## config.mk

```make
export PLATFORM = sky130hd
export DESIGN_NAME = trig_hs_ctrl
export DESIGN_NICKNAME = d
export VERILOG_FILES = /design/src/rtl/trig_hs_pkg.sv /design/src/rtl/tag_shifter.sv /design/src/rtl/event_scaler.sv /design/src/rtl/trig_seq_fsm.sv /design/src/rtl/trig_hs_ctrl.sv
export SDC_FILE = /design/constraint.sdc
export NUM_CORES = 1
export LEC_CHECK = 0
export ABC_CLOCK_PERIOD_IN_PS = 6090
export BUFFER_PORTS_ARGS = -buffer_cell sky130_fd_sc_hd__buf_2
export CELL_PAD_IN_SITES_DETAIL_PLACEMENT = 1
export CELL_PAD_IN_SITES_GLOBAL_PLACEMENT = 1
export CORE_UTILIZATION = 48
export CTS_CLUSTER_DIAMETER = 30
export DETAILED_ROUTE_END_ITERATION = 16
export PLACE_DENSITY = 0.94
export SLEW_MARGIN = 20
export SYNTH_ARGS = -nofsm -noshare
export SYNTH_HDL_FRONTEND = slang
export SYNTH_SLANG_ARGS = --single-unit
```

## constraint.sdc

```tcl
create_clock -name clk_i -period 6.09 [get_ports clk_i]
set_input_delay 0.609 -clock clk_i [delete_from_list [all_inputs] [get_ports clk_i]]
set_output_delay 0.609 -clock clk_i [all_outputs]
set_load 0.01 [all_outputs]
```

## src/rtl/trig_hs_pkg.sv

```systemverilog
package trig_hs_pkg;
  typedef enum logic [2:0] {
    ST_IDLE, ST_WAIT_LT, ST_LT_TAG, ST_WAIT_RES, ST_RES_TAG, ST_RST
  } cyc_state_e;

  localparam int SC_REQ  = 0;
  localparam int SC_LT   = 1;
  localparam int SC_VAL  = 2;
  localparam int SC_REJ  = 3;
  localparam int SC_BUSY = 4;
  localparam int SC_NUM  = 5;
endpackage

```

## src/rtl/tag_shifter.sv

```systemverilog
module tag_shifter #(
  parameter int WORD_W = 16,
  parameter int NWORDS = 3,
  localparam int OUT_W = WORD_W * NWORDS
) (
  input  logic              clk_i,
  input  logic              rst_ni,
  input  logic              shift_i,
  input  logic [WORD_W-1:0] word_i,
  output logic [OUT_W-1:0]  nxt_o
);
  // keeps NWORDS-1 older words; nxt_o is the full tag including the word now on the bus
  logic [WORD_W-1:0] s_q [NWORDS-1];

  for (genvar k = 0; k < NWORDS - 1; k++) begin : g_word
    always_ff @(posedge clk_i or negedge rst_ni) begin
      if (!rst_ni) s_q[k] <= '0;
      else if (shift_i) begin
        if (k == NWORDS - 2) s_q[k] <= word_i;
        else s_q[k] <= s_q[k+1];
      end
    end
    assign nxt_o[k*WORD_W +: WORD_W] = s_q[k];
  end
  assign nxt_o[(NWORDS-1)*WORD_W +: WORD_W] = word_i;
endmodule

```

## src/rtl/event_scaler.sv

```systemverilog
module event_scaler #(
  parameter int NUM = 5,
  parameter int CNT_W = 32
) (
  input  logic                      clk_i,
  input  logic                      rst_ni,
  input  logic [NUM-1:0]            inc_i,
  output logic [NUM-1:0][CNT_W-1:0] cnt_o
);
  for (genvar g = 0; g < NUM; g++) begin : g_cnt
    always_ff @(posedge clk_i or negedge rst_ni) begin
      if (!rst_ni) cnt_o[g] <= '0;
      else if (inc_i[g]) cnt_o[g] <= cnt_o[g] + 1'b1;
    end
  end
endmodule

```

## src/rtl/trig_seq_fsm.sv

```systemverilog
module trig_seq_fsm
  import trig_hs_pkg::*;
#(
  parameter int LT_WORDS = 3,
  parameter int RES_WORDS = 5,
  parameter int TIMEOUT_CYC = 2000,
  parameter int RST_LEN = 16
) (
  input  logic              clk_i,
  input  logic              rst_ni,
  input  logic              req_i,
  input  logic              lt_i,
  input  logic              tag_vld_i,
  input  logic              res_vld_i,
  input  logic              res_acc_i,
  output logic              node_req_o,
  output logic              busy_o,
  output logic              reset_o,
  output logic              timeout_o,
  output logic              lt_shift_o,
  output logic              lt_done_o,
  output logic              res_shift_o,
  output logic              res_done_o,
  output logic              acc_o,
  output logic [SC_NUM-1:0] ev_o
);
  localparam int TMR_W = $clog2(TIMEOUT_CYC + 1);
  localparam int WC_W  = $clog2(RES_WORDS + LT_WORDS + 1);
  localparam int RC_W  = $clog2(RST_LEN + 1);

  cyc_state_e       state_q, state_d;
  logic [TMR_W-1:0] tmr_q;
  logic [WC_W-1:0]  wc_q;
  logic [RC_W-1:0]  rc_q;
  logic             node_req_q, timeout_q, acc_q;
  logic             tmr_exp;

  assign tmr_exp = tmr_q >= TMR_W'(TIMEOUT_CYC - 1);

  always_comb begin
    state_d     = state_q;
    lt_shift_o  = 1'b0;
    lt_done_o   = 1'b0;
    res_shift_o = 1'b0;
    res_done_o  = 1'b0;
    ev_o        = '0;
    ev_o[SC_REQ] = req_i;
    unique case (state_q)
      ST_IDLE: if (req_i) begin
        state_d = ST_WAIT_LT;
        ev_o[SC_BUSY] = 1'b1;
      end
      ST_WAIT_LT: if (lt_i) begin
        state_d = ST_LT_TAG;
        ev_o[SC_LT] = 1'b1;
      end
      ST_LT_TAG: begin
        lt_shift_o = tag_vld_i;
        if (tag_vld_i && wc_q == WC_W'(LT_WORDS - 1)) begin
          lt_done_o = 1'b1;
          state_d   = ST_WAIT_RES;
        end else if (tmr_exp) begin
          state_d = ST_RST;
        end
      end
      ST_WAIT_RES: begin
        if (res_vld_i) begin
          state_d = ST_RES_TAG;
          ev_o[SC_VAL] = res_acc_i;
          ev_o[SC_REJ] = !res_acc_i;
        end else if (tmr_exp) begin
          state_d = ST_RST;
        end
      end
      ST_RES_TAG: begin
        res_shift_o = tag_vld_i;
        if (tag_vld_i && wc_q == WC_W'(RES_WORDS - 1)) begin
          res_done_o = 1'b1;
          state_d    = ST_IDLE;
        end
      end
      ST_RST: if (rc_q == RC_W'(RST_LEN - 1)) state_d = ST_IDLE;
      default: state_d = ST_IDLE;
    endcase
  end

  always_ff @(posedge clk_i or negedge rst_ni) begin
    if (!rst_ni) begin
      state_q    <= ST_IDLE;
      tmr_q      <= '0;
      wc_q       <= '0;
      rc_q       <= '0;
      node_req_q <= 1'b0;
      timeout_q  <= 1'b0;
      acc_q      <= 1'b0;
    end else begin
      state_q    <= state_d;
      node_req_q <= (state_q == ST_IDLE) && req_i;
      timeout_q  <= (state_d == ST_RST) && (state_q != ST_RST);
      // timer runs from the local-trigger edge until the verdict flag
      if (state_q == ST_WAIT_LT) tmr_q <= '0;
      else if (state_q == ST_LT_TAG || state_q == ST_WAIT_RES) tmr_q <= tmr_q + 1'b1;
      if (state_d != state_q) wc_q <= '0;
      else if (tag_vld_i) wc_q <= wc_q + 1'b1;
      if (state_q != ST_RST) rc_q <= '0;
      else rc_q <= rc_q + 1'b1;
      if (state_q == ST_WAIT_RES && res_vld_i) acc_q <= res_acc_i;
    end
  end

  assign node_req_o = node_req_q;
  assign timeout_o  = timeout_q;
  assign busy_o     = state_q != ST_IDLE;
  assign reset_o    = state_q == ST_RST;
  assign acc_o      = acc_q;
endmodule

```

## src/rtl/trig_hs_ctrl.sv

```systemverilog
module trig_hs_ctrl
  import trig_hs_pkg::*;
#(
  parameter int WORD_W = 16,
  parameter int TIME_W = 48,
  parameter int EVT_W = 32,
  parameter int SCALER_W = 32,
  parameter int TIMEOUT_CYC = 2000,
  parameter int RST_LEN = 16
) (
  input  logic                clk_i,
  input  logic                rst_ni,
  input  logic                req_i,
  output logic                node_req_o,
  input  logic                lt_i,
  input  logic                tag_vld_i,
  input  logic [WORD_W-1:0]   tag_word_i,
  input  logic                res_vld_i,
  input  logic                res_acc_i,
  output logic                busy_o,
  output logic                timeout_o,
  output logic                reset_o,
  input  logic                lt_rd_i,
  output logic                lt_rdy_o,
  output logic [TIME_W-1:0]   lt_tag_o,
  input  logic                val_rd_i,
  output logic                val_rdy_o,
  output logic                val_acc_o,
  output logic [TIME_W-1:0]   val_time_o,
  output logic [EVT_W-1:0]    val_evt_o,
  output logic                mismatch_o,
  output logic [SCALER_W-1:0] cnt_req_o,
  output logic [SCALER_W-1:0] cnt_lt_o,
  output logic [SCALER_W-1:0] cnt_val_o,
  output logic [SCALER_W-1:0] cnt_rej_o,
  output logic [SCALER_W-1:0] cnt_busy_o
);
  localparam int LT_WORDS  = TIME_W / WORD_W;
  localparam int RES_WORDS = (TIME_W + EVT_W) / WORD_W;
  localparam int RES_W     = RES_WORDS * WORD_W;

  logic lt_shift, lt_done, res_shift, res_done, acc;
  logic [SC_NUM-1:0] ev;
  logic [SC_NUM-1:0][SCALER_W-1:0] cnt;
  logic [TIME_W-1:0] lt_nxt;
  logic [RES_W-1:0]  res_nxt;

  trig_seq_fsm #(
    .LT_WORDS(LT_WORDS), .RES_WORDS(RES_WORDS),
    .TIMEOUT_CYC(TIMEOUT_CYC), .RST_LEN(RST_LEN)
  ) i_fsm (
    .clk_i, .rst_ni, .req_i, .lt_i, .tag_vld_i, .res_vld_i, .res_acc_i,
    .node_req_o, .busy_o, .reset_o, .timeout_o,
    .lt_shift_o(lt_shift), .lt_done_o(lt_done),
    .res_shift_o(res_shift), .res_done_o(res_done),
    .acc_o(acc), .ev_o(ev)
  );

  tag_shifter #(.WORD_W(WORD_W), .NWORDS(LT_WORDS)) i_lt_tag (
    .clk_i, .rst_ni, .shift_i(lt_shift), .word_i(tag_word_i), .nxt_o(lt_nxt)
  );

  tag_shifter #(.WORD_W(WORD_W), .NWORDS(RES_WORDS)) i_res_tag (
    .clk_i, .rst_ni, .shift_i(res_shift), .word_i(tag_word_i), .nxt_o(res_nxt)
  );

  event_scaler #(.NUM(SC_NUM), .CNT_W(SCALER_W)) i_scaler (
    .clk_i, .rst_ni, .inc_i(ev), .cnt_o(cnt)
  );

  always_ff @(posedge clk_i or negedge rst_ni) begin
    if (!rst_ni) begin
      lt_tag_o   <= '0;
      lt_rdy_o   <= 1'b0;
      val_time_o <= '0;
      val_evt_o  <= '0;
      val_acc_o  <= 1'b0;
      val_rdy_o  <= 1'b0;
      mismatch_o <= 1'b0;
    end else begin
      if (lt_done) begin
        lt_tag_o <= lt_nxt;
        lt_rdy_o <= 1'b1;
      end else if (lt_rd_i) begin
        lt_rdy_o <= 1'b0;
      end
      if (res_done) begin
        val_time_o <= res_nxt[TIME_W-1:0];
        val_evt_o  <= res_nxt[TIME_W +: EVT_W];
        val_acc_o  <= acc;
        val_rdy_o  <= 1'b1;
        if (res_nxt[TIME_W-1:0] != lt_tag_o) mismatch_o <= 1'b1;
      end else if (val_rd_i) begin
        val_rdy_o <= 1'b0;
      end
    end
  end

  assign cnt_req_o  = cnt[SC_REQ];
  assign cnt_lt_o   = cnt[SC_LT];
  assign cnt_val_o  = cnt[SC_VAL];
  assign cnt_rej_o  = cnt[SC_REJ];
  assign cnt_busy_o = cnt[SC_BUSY];
endmodule

```

==> results of run 1 <==
==> stage by stage <==
stage	instances	instance area, µm²	worst slack [ns]	total power, mW	hold WS, ns
2_1_floorplan	1421	17340	3.805	4.608	0.3134
3_3_place_gp	2162	19410	2.756	5.220	0.4456
3_5_place_dp	2162	19410	2.559	5.416	0.4561
4_1_cts	2328	22590	2.466	10.68	0.08994
5_1_grt	2330	22620	2.485	10.99	0.09893
6_report	2330	22620	2.630	10.66	0.06204
==> report_power, final <==
group	internal, mW	leakage [nW]	total [mW]	switching (mW)
registers	3.24	5.53	3.90	0.657
logic	0.717	4.73	1.68	0.968
clock network	3.36	1.54	5.08	1.72
total	7.31	11.8	10.7	3.35
==> final cells by class <==
class,instances,area (µm²)
flip-flops and latches,414,10360
clock buffers,115,2547
repair buffers,326,1682
well taps,461,576.8
fillers,3567,12950
inverters,32,120.1
diodes,1,2.502
clock inverters,51,629.4
multi-input cells,930,6704
==> final timing paths <==
kind / from / endpoint / slack [ns] / cells after the start
worst min register to register: i_scaler.cnt_o[63]$_DFFE_PN0P_ / i_scaler.cnt_o[63]$_DFFE_PN0P_ / 0.46 / 1
worst min-delay path: rst_ni / i_scaler.cnt_o[63]$_DFFE_PN0P_ / 0.06 / 1
worst max register to register: i_fsm.state_q[0]$_DFF_PN0_ / val_time_o[5]$_DFFE_PN0P_ / 2.63 / 5
worst max-delay path: i_fsm.state_q[0]$_DFF_PN0_ / val_time_o[5]$_DFFE_PN0P_ / 2.63 / 5
max in group asynchronous: rst_ni / val_evt_o[20]$_DFFE_PN0P_ / 4.45 / 2
min in group clk_i: lt_rd_i / lt_rdy_o$_DFFE_PN0P_ / 0.23 / 2
==> logic make-up (layout without fill, tap and decap cells) <==
kind of cell,Yosys count,after routing,synth area share (%)
other cells,0,1,0
xor+xnor,215,215,10.86
mux,182,182,11.81
compound gates,25,25,0.9670
fa+ha+maj,11,11,0.7938
flops,414,414,59.75
simple gates,497,497,13.99
buf+inv,77,524,1.833
==> layout by cell type (no fill, tap or decap), types with 3 or more instances in the layout <==
master / synthesis / layout
sky130_fd_sc_hd__xnor2_1: 135 / 135
sky130_fd_sc_hd__nand4_1: 49 / 49
sky130_fd_sc_hd__o21ai_0: 5 / 5
sky130_fd_sc_hd__inv_6: 0 / 3
sky130_fd_sc_hd__xor2_1: 80 / 80
sky130_fd_sc_hd__nor4_1: 18 / 17
sky130_fd_sc_hd__clkinvlp_4: 0 / 9
sky130_fd_sc_hd__bufinv_16: 0 / 9
sky130_fd_sc_hd__clkbuf_16: 0 / 91
sky130_fd_sc_hd__mux2_2: 180 / 180
sky130_fd_sc_hd__buf_2: 19 / 319
sky130_fd_sc_hd__clkbuf_1: 23 / 6
sky130_fd_sc_hd__nand3_1: 58 / 57
sky130_fd_sc_hd__and3_1: 24 / 22
sky130_fd_sc_hd__nand2_1: 221 / 221
sky130_fd_sc_hd__ha_1: 11 / 11
sky130_fd_sc_hd__and2_1: 9 / 8
sky130_fd_sc_hd__inv_1: 32 / 32
sky130_fd_sc_hd__and4_1: 12 / 12
sky130_fd_sc_hd__buf_4: 1 / 4
sky130_fd_sc_hd__clkbuf_8: 0 / 18
sky130_fd_sc_hd__or4_1: 3 / 3
sky130_fd_sc_hd__dfrtp_1: 414 / 414
sky130_fd_sc_hd__a21oi_1: 7 / 7
sky130_fd_sc_hd__nor3_1: 17 / 17
sky130_fd_sc_hd__nor2_1: 60 / 60
sky130_fd_sc_hd__clkinv_2: 0 / 15
sky130_fd_sc_hd__clkinv_4: 0 / 10
sky130_fd_sc_hd__nor2b_1: 5 / 5
==> routing by layer <==
layer	track usage (%)	wire [µm]
met1	36.49	22210
met2	57.44	31300
met3	9.775	4309
met4	17.57	2798
met5	0	13
==> flip-flops by register name (all words and copies together), names as in the netlist <==
register / count
val_time_o: 48
lt_tag_o: 48
i_fsm.node_req_o: 1
i_fsm.state_q: 3
i_fsm.acc_o: 1
val_acc_o: 1
lt_rdy_o: 1
i_res_tag.nxt_o: 64
val_evt_o: 32
val_rdy_o: 1
i_lt_tag.nxt_o: 32
mismatch_o: 1
i_fsm.rc_q: 5
i_fsm.timeout_o: 1
i_fsm.wc_q: 4
i_fsm.tmr_q: 11
i_scaler.cnt_o: 160
==> load_flow_metrics.sql, run 1 <==
INSERT INTO impl_metrics (metric_group, metric, value, unit) VALUES
('global_route', 'first_global_vias', '14740', ''),
('power_and_ir_drop', 'power_density', '471.3', 'mW/mm²'),
('synth', 'synth.lib_cells_used.distinct', '54', ''),
('sta', 'rsz0062_at_grt', 'false', ''),
('routing', 'route.vias.total', '13270', ''),
('clocking', 'clock_tree.root_cell', 'sky130_fd_sc_hd__clkbuf_16', ''),
('sta', 'headroom_to_the_max_slew_limit', '28.00', '%'),
('sta', 'min_cycle_time_layout', '3.460', 'ns'),
('routing', 'drc', '0', ''),
('critical_path', 'setup.worst_path.class', 'flop to flop', ''),
('clocking', 'total_of_hold_buffers_inserted_after_clock_tree_synthesis', '0', ''),
('critical_path', 'cp.buffers_inverters', '1', ''),
('routing', 'vias_per_cell', '5.694', ''),
('outcome', 'outcome', 'finished, final reports clean', ''),
('sta', 'achievable-frequency', '0.2890', 'GHz'),
('synth', 'synth_edf_count', '0', ''),
('sta', 'slew_viol_final', '0', ''),
('synth', 'post_synth_main_area_contributors', 'sky130_fd_sc_hd__dfrtp_1, sky130_fd_sc_hd__mux2_2, sky130_fd_sc_hd__xnor2_1, sky130_fd_sc_hd__nand2_1, sky130_fd_sc_hd__xor2_1', ''),
('floorplanning', 'core', '0.03557', 'mm²'),
('synth', 'yosysMostFrequentCell', 'sky130_fd_sc_hd__dfrtp_1', ''),
('synth', 'avgSynthCellArea', '12.20', 'µm²'),
('run', 'maxCapViolCount', '0', ''),
('final_layout', 'post-route-util', '63.60', '%'),
('power_and_ir_drop', 'power.static_leakage', '11.81', 'nW'),
('clocking', 'clk_latency', '0.62', 'ns'),
('critical_path', 'worst_ep_required_time', '6.57', 'ns'),
('routing', 'initialDrtViolationCount', '924', ''),
('placed_design', 'dp_hpwl', '35780', 'µm'),
('critical_path', 'end_kind', 'flop', ''),
('sta', 'hold_violations', '0', ''),
('min_path', 'hold_path_class', 'input port to asynchronous set/reset pin', ''),
('sta', 'timing_worst_slew_pin_value', '1.080', 'ns'),
('synth', 'yosys_most_used_dff', 'sky130_fd_sc_hd__dfrtp_1', ''),
('sta', 'timing.final.setup_violations', '0', ''),
('synth', 'netlist_instances', '1421', ''),
('global_route', 'antenna_found_initial', '2', ''),
('global_route', 'first_pass_grt_wire_length', '91160', 'µm'),
('clocking', 'clockBufferDepth', '3', ''),
('critical_path', 'critical_path.max_stage_delay', '0.89', 'ns'),
('synth', 'synth_top_area_share', '59.75', '%'),
('sta', 'timing.final.crit_share', '56.82', '%'),
('sta', 'tns', '0', 'ns'),
('synth', 'synthTopCellsByCount', 'sky130_fd_sc_hd__dfrtp_1, sky130_fd_sc_hd__nand2_1, sky130_fd_sc_hd__mux2_2', ''),
('global_route', 'grtUsageTotal', '33.10', '%'),
('clocking', 'clkSinkCount', '414', ''),
('critical_path', 'timing.critical_path.fanout_max', '65', ''),
('clocking', 'count_of_instances_resized_after_the_clock_tree_is_built', '0', ''),
('power_and_ir_drop', 'vdd_ir_drop_max', '0.0003653', 'V'),
('routing', 'detailedRoute.firstPassIterationCount', '6', ''),
('placed_design', 'globalplace.congestion', '0.8560', ''),
('synth', 'ys_async_sr_fraction', '100.0', '%'),
('routing', 'antenna_violation_net_count_after_detailed_routing', '0', ''),
('critical_path', 'timing.critical_path.from_type', 'flop', ''),
('synth', 'synth.yosys.seq_area_share', '59.75', '%'),
('critical_path', 'timing.critical_path.slowest_stage_cell', 'sky130_fd_sc_hd__and3_4', ''),
('clocking', 'worst_setup_hold_path_clk_slew', '0.05', 'ns'),
('routing', 'totalWireLength', '60630', 'µm'),
('routing', 'routed_wire_length_per_instance', '26.02', 'µm'),
('floorplanning', 'io_pins', '321', ''),
('floorplanning', 'fp.dieH', '192.1', 'µm'),
('clocking', 'cts_post_setup_buffers_inserted', '0', ''),
('final_layout', 'syn_to_final_growth', '30.47', '%'),
('synth', 'synth-seq-cells', '414', ''),
('floorplanning', 'dieArea', '0.03689', 'mm²'),
('placed_design', 'io_buffer_count', '320', ''),
('clocking', 'tritoncts.num_buffers', '90', ''),
('critical_path', 'worst-endpoint-arrival', '3.94', 'ns'),
('critical_path', 'cp_cell_sequence', 'nor2_1 > and3_4 > and2_4 > buf_12 > mux2_2', ''),
('global_route', 'grt_overflow_total', '0', ''),
('floorplanning', 'die_width', '192.1', 'µm'),
('clocking', 'htree_levels', '3', '');
No activity file was read; power rests on OpenSTA's default activity.
==> run 2, diff against run 1 <==
--- a/config.mk
+++ b/config.mk
@@ -5,14 +5,14 @@
 export SDC_FILE = /design/constraint.sdc
 export NUM_CORES = 1
 export LEC_CHECK = 0
-export ABC_CLOCK_PERIOD_IN_PS = 6090
+export ABC_CLOCK_PERIOD_IN_PS = 3400
 export BUFFER_PORTS_ARGS = -buffer_cell sky130_fd_sc_hd__buf_2
 export CELL_PAD_IN_SITES_DETAIL_PLACEMENT = 1
 export CELL_PAD_IN_SITES_GLOBAL_PLACEMENT = 1
-export CORE_UTILIZATION = 48
+export CORE_UTILIZATION = 44
 export CTS_CLUSTER_DIAMETER = 30
 export DETAILED_ROUTE_END_ITERATION = 16
-export PLACE_DENSITY = 0.94
+export PLACE_DENSITY = 0.88
 export SLEW_MARGIN = 20
 export SYNTH_ARGS = -nofsm -noshare
 export SYNTH_HDL_FRONTEND = slang
==> constraint.sdc (replaced) <==
create_clock -name clk_i -period 3.4 [get_ports clk_i]
set_input_delay 0.34 -clock clk_i [delete_from_list [all_inputs] [get_ports clk_i]]
set_output_delay 0.34 -clock clk_i [all_outputs]
set_load 0.01 [all_outputs]
==> run 2 against run 1 <==
Routed wire length decreased by 4.9%. Fmax increased by 38%. Via count decreased by 1.8%. Global-route usage decreased by 4.0 points. Sequential share of layout area decreased by 1.2 points. Die area increased by 9.0%. Clock power increased by 96%. First-iteration DRC count decreased by 15%. Critical path depth unchanged. Setup slack got worse by 1.7 ns. Sequential power increased by 77%. Power increased by 86%. Largest power group unchanged.
==> load_flow_metrics.sql, run 2 (synthesis results as in run 1) <==
INSERT INTO impl_metrics (metric_group, metric, value, unit) VALUES
('min_path', 'hold_path_class', 'input port to flop', ''),
('floorplanning', 'dieArea', '0.04020', 'mm²'),
('global_route', 'grt_max_degree', '89', ''),
('floorplanning', 'fp-row-count', '72', ''),
('floorplanning', 'initial_utilization', '44.76', '%'),
('global_route', 'grtUsageTotal', '29.13', '%'),
('clocking', 'tritoncts.num_buffers', '97', ''),
('global_route', 'grt_overflow_total', '0', ''),
('placed_design', 'dp_slack', '0.9828', 'ns'),
('routing', 'totalWireLength', '57690', 'µm'),
('placed_design', 'globalplace.congestion', '0.8119', ''),
('placed_design', 'io_buffer_count', '320', ''),
('placed_design', 'placed_cells', '2228', ''),
('power_and_ir_drop', 'design_power_total', '19.84', 'mW'),
('sta', 'tns', '0', 'ns'),
('sta', 'min_cycle_time_layout', '2.504', 'ns'),
('global_route', 'antenna_found_initial', '1', ''),
('floorplanning', 'core', '0.03874', 'mm²'),
('global_route', 'first_global_vias', '14890', ''),
('sta', 'hold-worst-slack', '0.02460', 'ns'),
('run', 'maxCapViolCount', '0', ''),
('sta', 'slew_viol_final', '0', ''),
('power_and_ir_drop', 'power_density', '854.8', 'mW/mm²'),
('clocking', 'count_of_instances_resized_after_the_clock_tree_is_built', '0', ''),
('placed_design', 'detailed_place.area', '0.01960', 'mm²'),
('final_layout', 'post-route-util', '59.91', '%'),
('routing', 'drc', '0', ''),
('final_layout', 'n_antenna_cell', '0', ''),
('final_layout', 'final_common_cell', 'sky130_fd_sc_hd__dfrtp_1', ''),
('sta', 'hold_violations', '0', ''),
('final_layout', 'drive_above_1_share', '37.09', '%'),
('routing', 'initialDrtViolationCount', '785', ''),
('clocking', 'htree_levels', '3', ''),
('sta', 'timing.final.setup_violations', '0', ''),
('final_layout', 'final_cell_mix', 'sky130_fd_sc_hd__dfrtp_1, sky130_fd_sc_hd__buf_2, sky130_fd_sc_hd__nand2_1', ''),
('sta', 'achievable-frequency', '0.3993', 'GHz'),
('critical_path', 'timing.critical_path.fanout_max', '20', ''),
('final_layout', 'fill_cell_count', '3900', ''),
('floorplanning', 'io_pins', '321', ''),
('outcome', 'outcome', 'finished, final reports clean', ''),
('final_layout', 'max_flop_register', 'i_scaler.cnt_o', ''),
('clocking', 'clock_tree.root_cell', 'sky130_fd_sc_hd__clkbuf_16', ''),
('clocking', 'clk_latency', '0.64', 'ns'),
('critical_path', 'setup.worst_path.class', 'flop to flop', ''),
('clocking', 'clkSinkCount', '414', ''),
('routing', 'detailedRoute.firstPassIterationCount', '5', ''),
('critical_path', 'timing.critical_path.from_type', 'flop', ''),
('sta', 'post_route_clock_skew', '0.05335', 'ns'),
('sta', 'headroom_to_the_max_slew_limit', '35.56', '%'),
('clocking', 'cts_tree', 'built', ''),
('placed_design', 'dp_hpwl', '33530', 'µm'),
('routing', 'routed_wire_length_per_instance', '23.85', 'µm'),
('final_layout', 'syn_to_final_growth', '33.84', '%'),
('critical_path', 'worst_ep_required_time', '3.93', 'ns'),
('critical_path', 'worst-endpoint-arrival', '3.04', 'ns'),
('global_route', 'first_pass_grt_wire_length', '90620', 'µm'),
('sta', 'timing_worst_slew_pin_value', '0.9666', 'ns'),
('power_and_ir_drop', 'vdd_ir_drop_max', '0.0007449', 'V'),
('routing', 'vias_per_cell', '5.384', ''),
('sta', 'rsz0062_at_grt', 'false', ''),
('routing', 'antenna_violation_net_count_after_detailed_routing', '0', ''),
('critical_path', 'end_kind', 'flop', ''),
('final_layout', 'post_layout_nonfiller_instances', '2419', ''),
('power_and_ir_drop', 'power.static_leakage', '12.06', 'nW'),
('clocking', 'worst_setup_hold_path_clk_slew', '0.06', 'ns'),
('final_layout', 'largest_register_ff_count', '160', ''),
('sta', 'postLayoutSetupSlackWorst', '0.8956', 'ns'),
('final_layout', 'finish.net_count', '1854', ''),
('routing', 'route.vias.total', '13020', ''),
('floorplanning', 'die_width', '200.5', 'µm'),
('clocking', 'clockBufferDepth', '3', ''),
('floorplanning', 'fp.dieH', '200.5', 'µm'),
('final_layout', 'design_area_final', '0.02321', 'mm²'),
('sta', 'timing.final.crit_share', '73.66', '%');
-- run 2: cell count changes in the layout (fill, tap and decap cells not counted), moves of 2 or more --
cell / delta
sky130_fd_sc_hd__clkinv_2: +2
sky130_fd_sc_hd__bufinv_16: +5
sky130_fd_sc_hd__dlygate4sd3_1: +9
sky130_fd_sc_hd__clkinv_4: +2
sky130_fd_sc_hd__buf_4: +5
sky130_fd_sc_hd__inv_6: +4
sky130_fd_sc_hd__clkbuf_16: +8
sky130_fd_sc_hd__clkbuf_8: -7
sky130_fd_sc_hd__buf_12: +3
-- run 2: metal layers --
| metal | track usage, % | vias to the layer above | wire length (µm) |
|---|---|---|---|
| met2 | 51.12 | 466 | 29830 |
| li1 | - | 5658 | - |
| met4 | 12.00 | 2 | 2127 |
| met1 | 33.19 | 6754 | 21720 |
| met3 | 8.425 | 144 | 3989 |
| met5 | 0 | - | 13 |
-- run 2: path summary, 6_finish.rpt --
kind | startpoint | end | slack [ns] | depth (start not counted)
worst min-delay path | tag_word_i[1] | i_lt_tag.nxt_o[17]$_DFFE_PN0P_ | 0.02 | 2
worst min register to register | i_scaler.cnt_o[159]$_DFFE_PN0P_ | i_scaler.cnt_o[159]$_DFFE_PN0P_ | 0.46 | 1
max in group asynchronous | rst_ni | val_evt_o[3]$_DFFE_PN0P_ | 2.14 | 3
min in group asynchronous | rst_ni | i_scaler.cnt_o[138]$_DFFE_PN0P_ | 0.31 | 2
worst max register to register | i_fsm.state_q[0]$_DFF_PN0_ | i_scaler.cnt_o[156]$_DFFE_PN0P_ | 0.90 | 5
worst max-delay path | i_fsm.state_q[0]$_DFF_PN0_ | i_scaler.cnt_o[156]$_DFFE_PN0P_ | 0.90 | 5
-- run 2: cell type report --
type,instances,area (µm²),area share (%)
clock buffers,117,2655,11.44
well taps,518,648.1,2.793
repair buffers,343,1869,8.055
clock inverters,65,863.3,3.720
multi-input cells,930,6690,28.83
flip-flops and latches,414,10360,44.64
inverters,32,120.1,0.5176
-- run 2: timing repair --
| action | 4_1_cts | 5_1_grt |
|---|---|---|
| buffers inserted | 0 | 0 |
| hold buffers | 9 | 0 |
| endpoints found under the hold margin | 78 | 0 |
-- run 2: worst max-delay path, cell delays in order (launching register included) --
cell	delay [ns]
sky130_fd_sc_hd__dfrtp_1	0.60
sky130_fd_sc_hd__or4b_1	0.75
sky130_fd_sc_hd__nor2_1	0.26
sky130_fd_sc_hd__nand4_2	0.29
sky130_fd_sc_hd__nor3_2	0.32
sky130_fd_sc_hd__xor2_1	0.21
-- run 2: power breakdown --
part | internal [mW] | switching (mW)
Clock | 6.68 | 3.28
Sequential | 5.80 | 1.10
Combinational | 1.30 | 1.67
Total | 13.8 | 6.06
==> run 3, diff against run 2 <==
--- a/config.mk
+++ b/config.mk
@@ -5,14 +5,14 @@
 export SDC_FILE = /design/constraint.sdc
 export NUM_CORES = 1
 export LEC_CHECK = 0
-export ABC_CLOCK_PERIOD_IN_PS = 3400
+export ABC_CLOCK_PERIOD_IN_PS = 2100
 export BUFFER_PORTS_ARGS = -buffer_cell sky130_fd_sc_hd__buf_2
 export CELL_PAD_IN_SITES_DETAIL_PLACEMENT = 1
 export CELL_PAD_IN_SITES_GLOBAL_PLACEMENT = 1
-export CORE_UTILIZATION = 44
+export CORE_UTILIZATION = 40
 export CTS_CLUSTER_DIAMETER = 30
 export DETAILED_ROUTE_END_ITERATION = 16
-export PLACE_DENSITY = 0.88
+export PLACE_DENSITY = 0.85
 export SLEW_MARGIN = 20
 export SYNTH_ARGS = -nofsm -noshare
 export SYNTH_HDL_FRONTEND = slang
==> constraint.sdc (replaced) <==
create_clock -name clk_i -period 2.1 [get_ports clk_i]
set_input_delay 0.21 -clock clk_i [delete_from_list [all_inputs] [get_ports clk_i]]
set_output_delay 0.21 -clock clk_i [all_outputs]
set_load 0.01 [all_outputs]
==> run 3 against run 2 <==
Clock skew decreased by 0.025 ns. Worst hold slack improved by 0.018 ns. Power increased by 60%. Die area increased by 9.9%. Critical path type unchanged. Largest power group unchanged. Highest routed layer is now met4.
==> load_flow_metrics.sql, run 3 (synthesis results as in run 1) <==
INSERT INTO impl_metrics (metric_group, metric, value, unit) VALUES
('routing', 'antenna_violation_net_count_after_detailed_routing', '0', ''),
('power_and_ir_drop', 'power.clock.fraction', '49.1', '%'),
('global_route', 'antenna_found_initial', '0', ''),
('critical_path', 'timing.critical_path.from_type', 'flop', ''),
('clocking', 'worst_setup_hold_path_clk_slew', '0.04', 'ns'),
('run', 'maxCapViolCount', '0', ''),
('final_layout', 'drive_above_1_share', '38.95', '%'),
('critical_path', 'worst-endpoint-arrival', '2.50', 'ns'),
('placed_design', 'placed_cells', '2324', ''),
('placed_design', 'globalplace.congestion', '0.8503', ''),
('final_layout', 'final_cell_mix', 'sky130_fd_sc_hd__dfrtp_1, sky130_fd_sc_hd__buf_2, sky130_fd_sc_hd__nand2_1', ''),
('clocking', 'clockBufferDepth', '3', ''),
('global_route', 'grt_max_degree', '70', ''),
('sta', 'rsz0062_at_grt', 'true', ''),
('placed_design', 'dp_hpwl', '34980', 'µm'),
('power_and_ir_drop', 'vdd_ir_drop_max', '0.001010', 'V'),
('sta', 'hold_violations', '0', ''),
('floorplanning', 'dieArea', '0.04418', 'mm²'),
('routing', 'initialDrtViolationCount', '789', ''),
('floorplanning', 'initial_utilization', '40.97', '%'),
('critical_path', 'crit_family', 'simple AND/OR/NAND/NOR gates', ''),
('power_and_ir_drop', 'combPwrFrac', '16.5', '%'),
('routing', 'vias_per_cell', '5.148', ''),
('final_layout', 'n_antenna_cell', '0', ''),
('final_layout', 'finish.net_count', '1912', ''),
('placed_design', 'dp_slack', '-0.02224', 'ns'),
('global_route', 'grt_overflow_total', '0', ''),
('sta', 'achievable-frequency', '0.4967', 'GHz'),
('routing', 'drc', '0', ''),
('sta', 'post_route_clock_skew', '0.02867', 'ns'),
('routing', 'route.vias.total', '13020', ''),
('global_route', 'first_pass_grt_wire_length', '86590', 'µm'),
('routing', 'totalWireLength', '55200', 'µm'),
('sta', 'timing.final.setup_violations', '0', ''),
('clocking', 'cts_tree', 'built', ''),
('critical_path', 'timing.critical_path.slowest_stage_cell', 'sky130_fd_sc_hd__dfrtp_1', ''),
('clocking', 'clk_latency', '0.63', 'ns'),
('final_layout', 'final_common_cell', 'sky130_fd_sc_hd__dfrtp_1', ''),
('sta', 'min_cycle_time_layout', '2.013', 'ns'),
('final_layout', 'post_layout_nonfiller_instances', '2528', ''),
('final_layout', 'fill_cell_count', '4362', ''),
('final_layout', 'largest_register_ff_count', '160', ''),
('critical_path', 'timing.critical_path.fanout_max', '18', ''),
('floorplanning', 'fp.dieH', '210.2', 'µm'),
('floorplanning', 'core', '0.04232', 'mm²'),
('min_path', 'hold_path_class', 'input port to flop', ''),
('power_and_ir_drop', 'power.static_leakage', '12.33', 'nW'),
('power_and_ir_drop', 'power_density', '1333', 'mW/mm²'),
('critical_path', 'cp_cell_sequence', 'buf_4 > and4bb_2 > and4_1 > and3_1 > nand3_1 > xnor2_1', ''),
('sta', 'hold-worst-slack', '0.04249', 'ns'),
('critical_path', 'worst_ep_required_time', '2.59', 'ns'),
('placed_design', 'io_buffer_count', '320', ''),
('final_layout', 'max_flop_register', 'i_scaler.cnt_o', ''),
('global_route', 'first_global_vias', '14750', ''),
('clocking', 'tritoncts.num_buffers', '94', ''),
('sta', 'slew_viol_final', '0', ''),
('critical_path', 'r2r-end', 'i_scaler.cnt_o[59]$_DFFE_PN0P_', ''),
('power_and_ir_drop', 'design_power_total', '31.74', 'mW'),
('critical_path', 'worstReg2RegStart', 'i_fsm.state_q[0]$_DFF_PN0_', ''),
('floorplanning', 'die_width', '210.2', 'µm'),
('sta', 'tns', '0', 'ns'),
('critical_path', 'end_kind', 'flop', ''),
('floorplanning', 'io_pins', '321', ''),
('outcome', 'outcome', 'finished, final reports clean', ''),
('routing', 'detailedRoute.firstPassIterationCount', '4', ''),
('sta', 'postLayoutSetupSlackWorst', '0.08678', 'ns'),
('routing', 'routed_wire_length_per_instance', '21.84', 'µm'),
('clocking', 'clock_tree.root_cell', 'sky130_fd_sc_hd__clkbuf_16', ''),
('floorplanning', 'fp-row-count', '75', ''),
('critical_path', 'setup.worst_path.end', 'i_scaler.cnt_o[59]$_DFFE_PN0P_', ''),
('power_and_ir_drop', 'relative_contribution_of_sequential_cells_to_total_power', '34.4', '%'),
('critical_path', 'rrSetupSlack', '0.09', 'ns'),
('sta', 'headroom_to_the_max_slew_limit', '60.24', '%'),
('global_route', 'grtUsageTotal', '25.42', '%'),
('power_and_ir_drop', 'p_int', '22.53', 'mW'),
('clocking', 'htree_levels', '3', ''),
('sta', 'timing_worst_slew_pin_value', '0.5889', 'ns'),
('critical_path', 'worst-path-stages', '6', ''),
('critical_path', 'critical_path.max_stage_delay', '0.38', 'ns'),
('power_and_ir_drop', 'switchingPower', '9.209', 'mW'),
('clocking', 'clkSinkCount', '414', ''),
('power_and_ir_drop', 'power_switching_share', '29.01', '%'),
('critical_path', 'cp.buffers_inverters', '1', ''),
('critical_path', 'setup.worst_path.class', 'flop to flop', ''),
('final_layout', 'syn_to_final_growth', '37.35', '%'),
('sta', 'timing.final.crit_share', '95.87', '%'),
('critical_path', 'reg2reg_depth', '6', ''),
('critical_path', 'worstSetupStartpoint', 'i_fsm.state_q[0]$_DFF_PN0_', '');
run 3: cell types whose count changed in the layout (fill, tap and decap cells not counted), moves of 5 or more:
cell	previous run	this run
sky130_fd_sc_hd__buf_4	9	50
sky130_fd_sc_hd__dlygate4sd3_1	9	22
sky130_fd_sc_hd__clkbuf_8	11	16
sky130_fd_sc_hd__buf_12	5	12
sky130_fd_sc_hd__clkinv_4	12	3
run 3: repair_timing:
action	CTS	global route
setup buffers	4	7
gates cloned	0	0
hold endpoints to repair	132	0
hold buffers	22	0
pin swaps	2	5
endpoints found under the setup margin	13	78
resized for setup	6	17
run 3: power by group through the flow:
stage	clock, mW	combinational, mW	sequential [mW]
detailed placement	0	5.04	11.0
global route	16.2	5.70	11.1
floorplan	0	2.63	10.7
CTS	15.8	5.26	10.9
finish	15.6	5.23	10.9
global placement	0	4.78	10.8
run 3: layout make-up:
type / count / area (µm²) / area share [%]
sequential: 414 / 10360 / 43.50
multi-input combinational: 930 / 6771 / 28.43
clock buffer: 121 / 2635 / 11.06
timing repair buffer: 404 / 2447 / 10.28
clock inverter: 50 / 755.7 / 3.173
tap: 577 / 721.9 / 3.031
inverter: 32 / 123.9 / 0.5201
run 3: per-stage QoR:
stage          utilization, %  area [µm²]
6_report                56.27       23820
5_1_grt                 56.27       23820
4_1_cts                 56.00       23700
3_5_place_dp            47.34       20040
3_3_place_gp            47.34       20040
2_1_floorplan               -       17340
run 3: metal layers:
metal | share of wire [%] | vias to the layer above | global-route usage, %
met5 | 0 | - | 0
met4 | 3.7 | 0 | 10.80
met3 | 6.4 | 137 | 7.956
met2 | 51 | 375 | 44.10
met1 | 38 | 6732 | 28.83
li1 | - | 5771 | -
run 3: worst min-delay path by stage:
| stage | startpoint | end | slack [ns] | cells past startpoint |
|---|---|---|---|---|
| 2_1_floorplan | rst_ni | i_fsm.acc_o$_DFFE_PN0P_ | -0.09 | 0 |
| 3_3_place_gp | rst_ni | i_scaler.cnt_o[140]$_DFFE_PN0P_ | 0.19 | 1 |
| 3_5_place_dp | rst_ni | i_scaler.cnt_o[140]$_DFFE_PN0P_ | 0.20 | 1 |
| 4_1_cts | tag_vld_i | i_fsm.wc_q[1]$_DFFE_PN0P_ | 0.0006 | 3 |
| 5_1_grt | tag_vld_i | i_fsm.wc_q[1]$_DFFE_PN0P_ | 0.04 | 3 |
| 6_report | tag_vld_i | i_fsm.wc_q[1]$_DFFE_PN0P_ | 0.04 | 3 |
run 3: tightest hold or removal path: stages:
cell                      delay, ns
sky130_fd_sc_hd__buf_2         0.18
sky130_fd_sc_hd__mux2i_1       0.16
sky130_fd_sc_hd__nor2_1        0.05
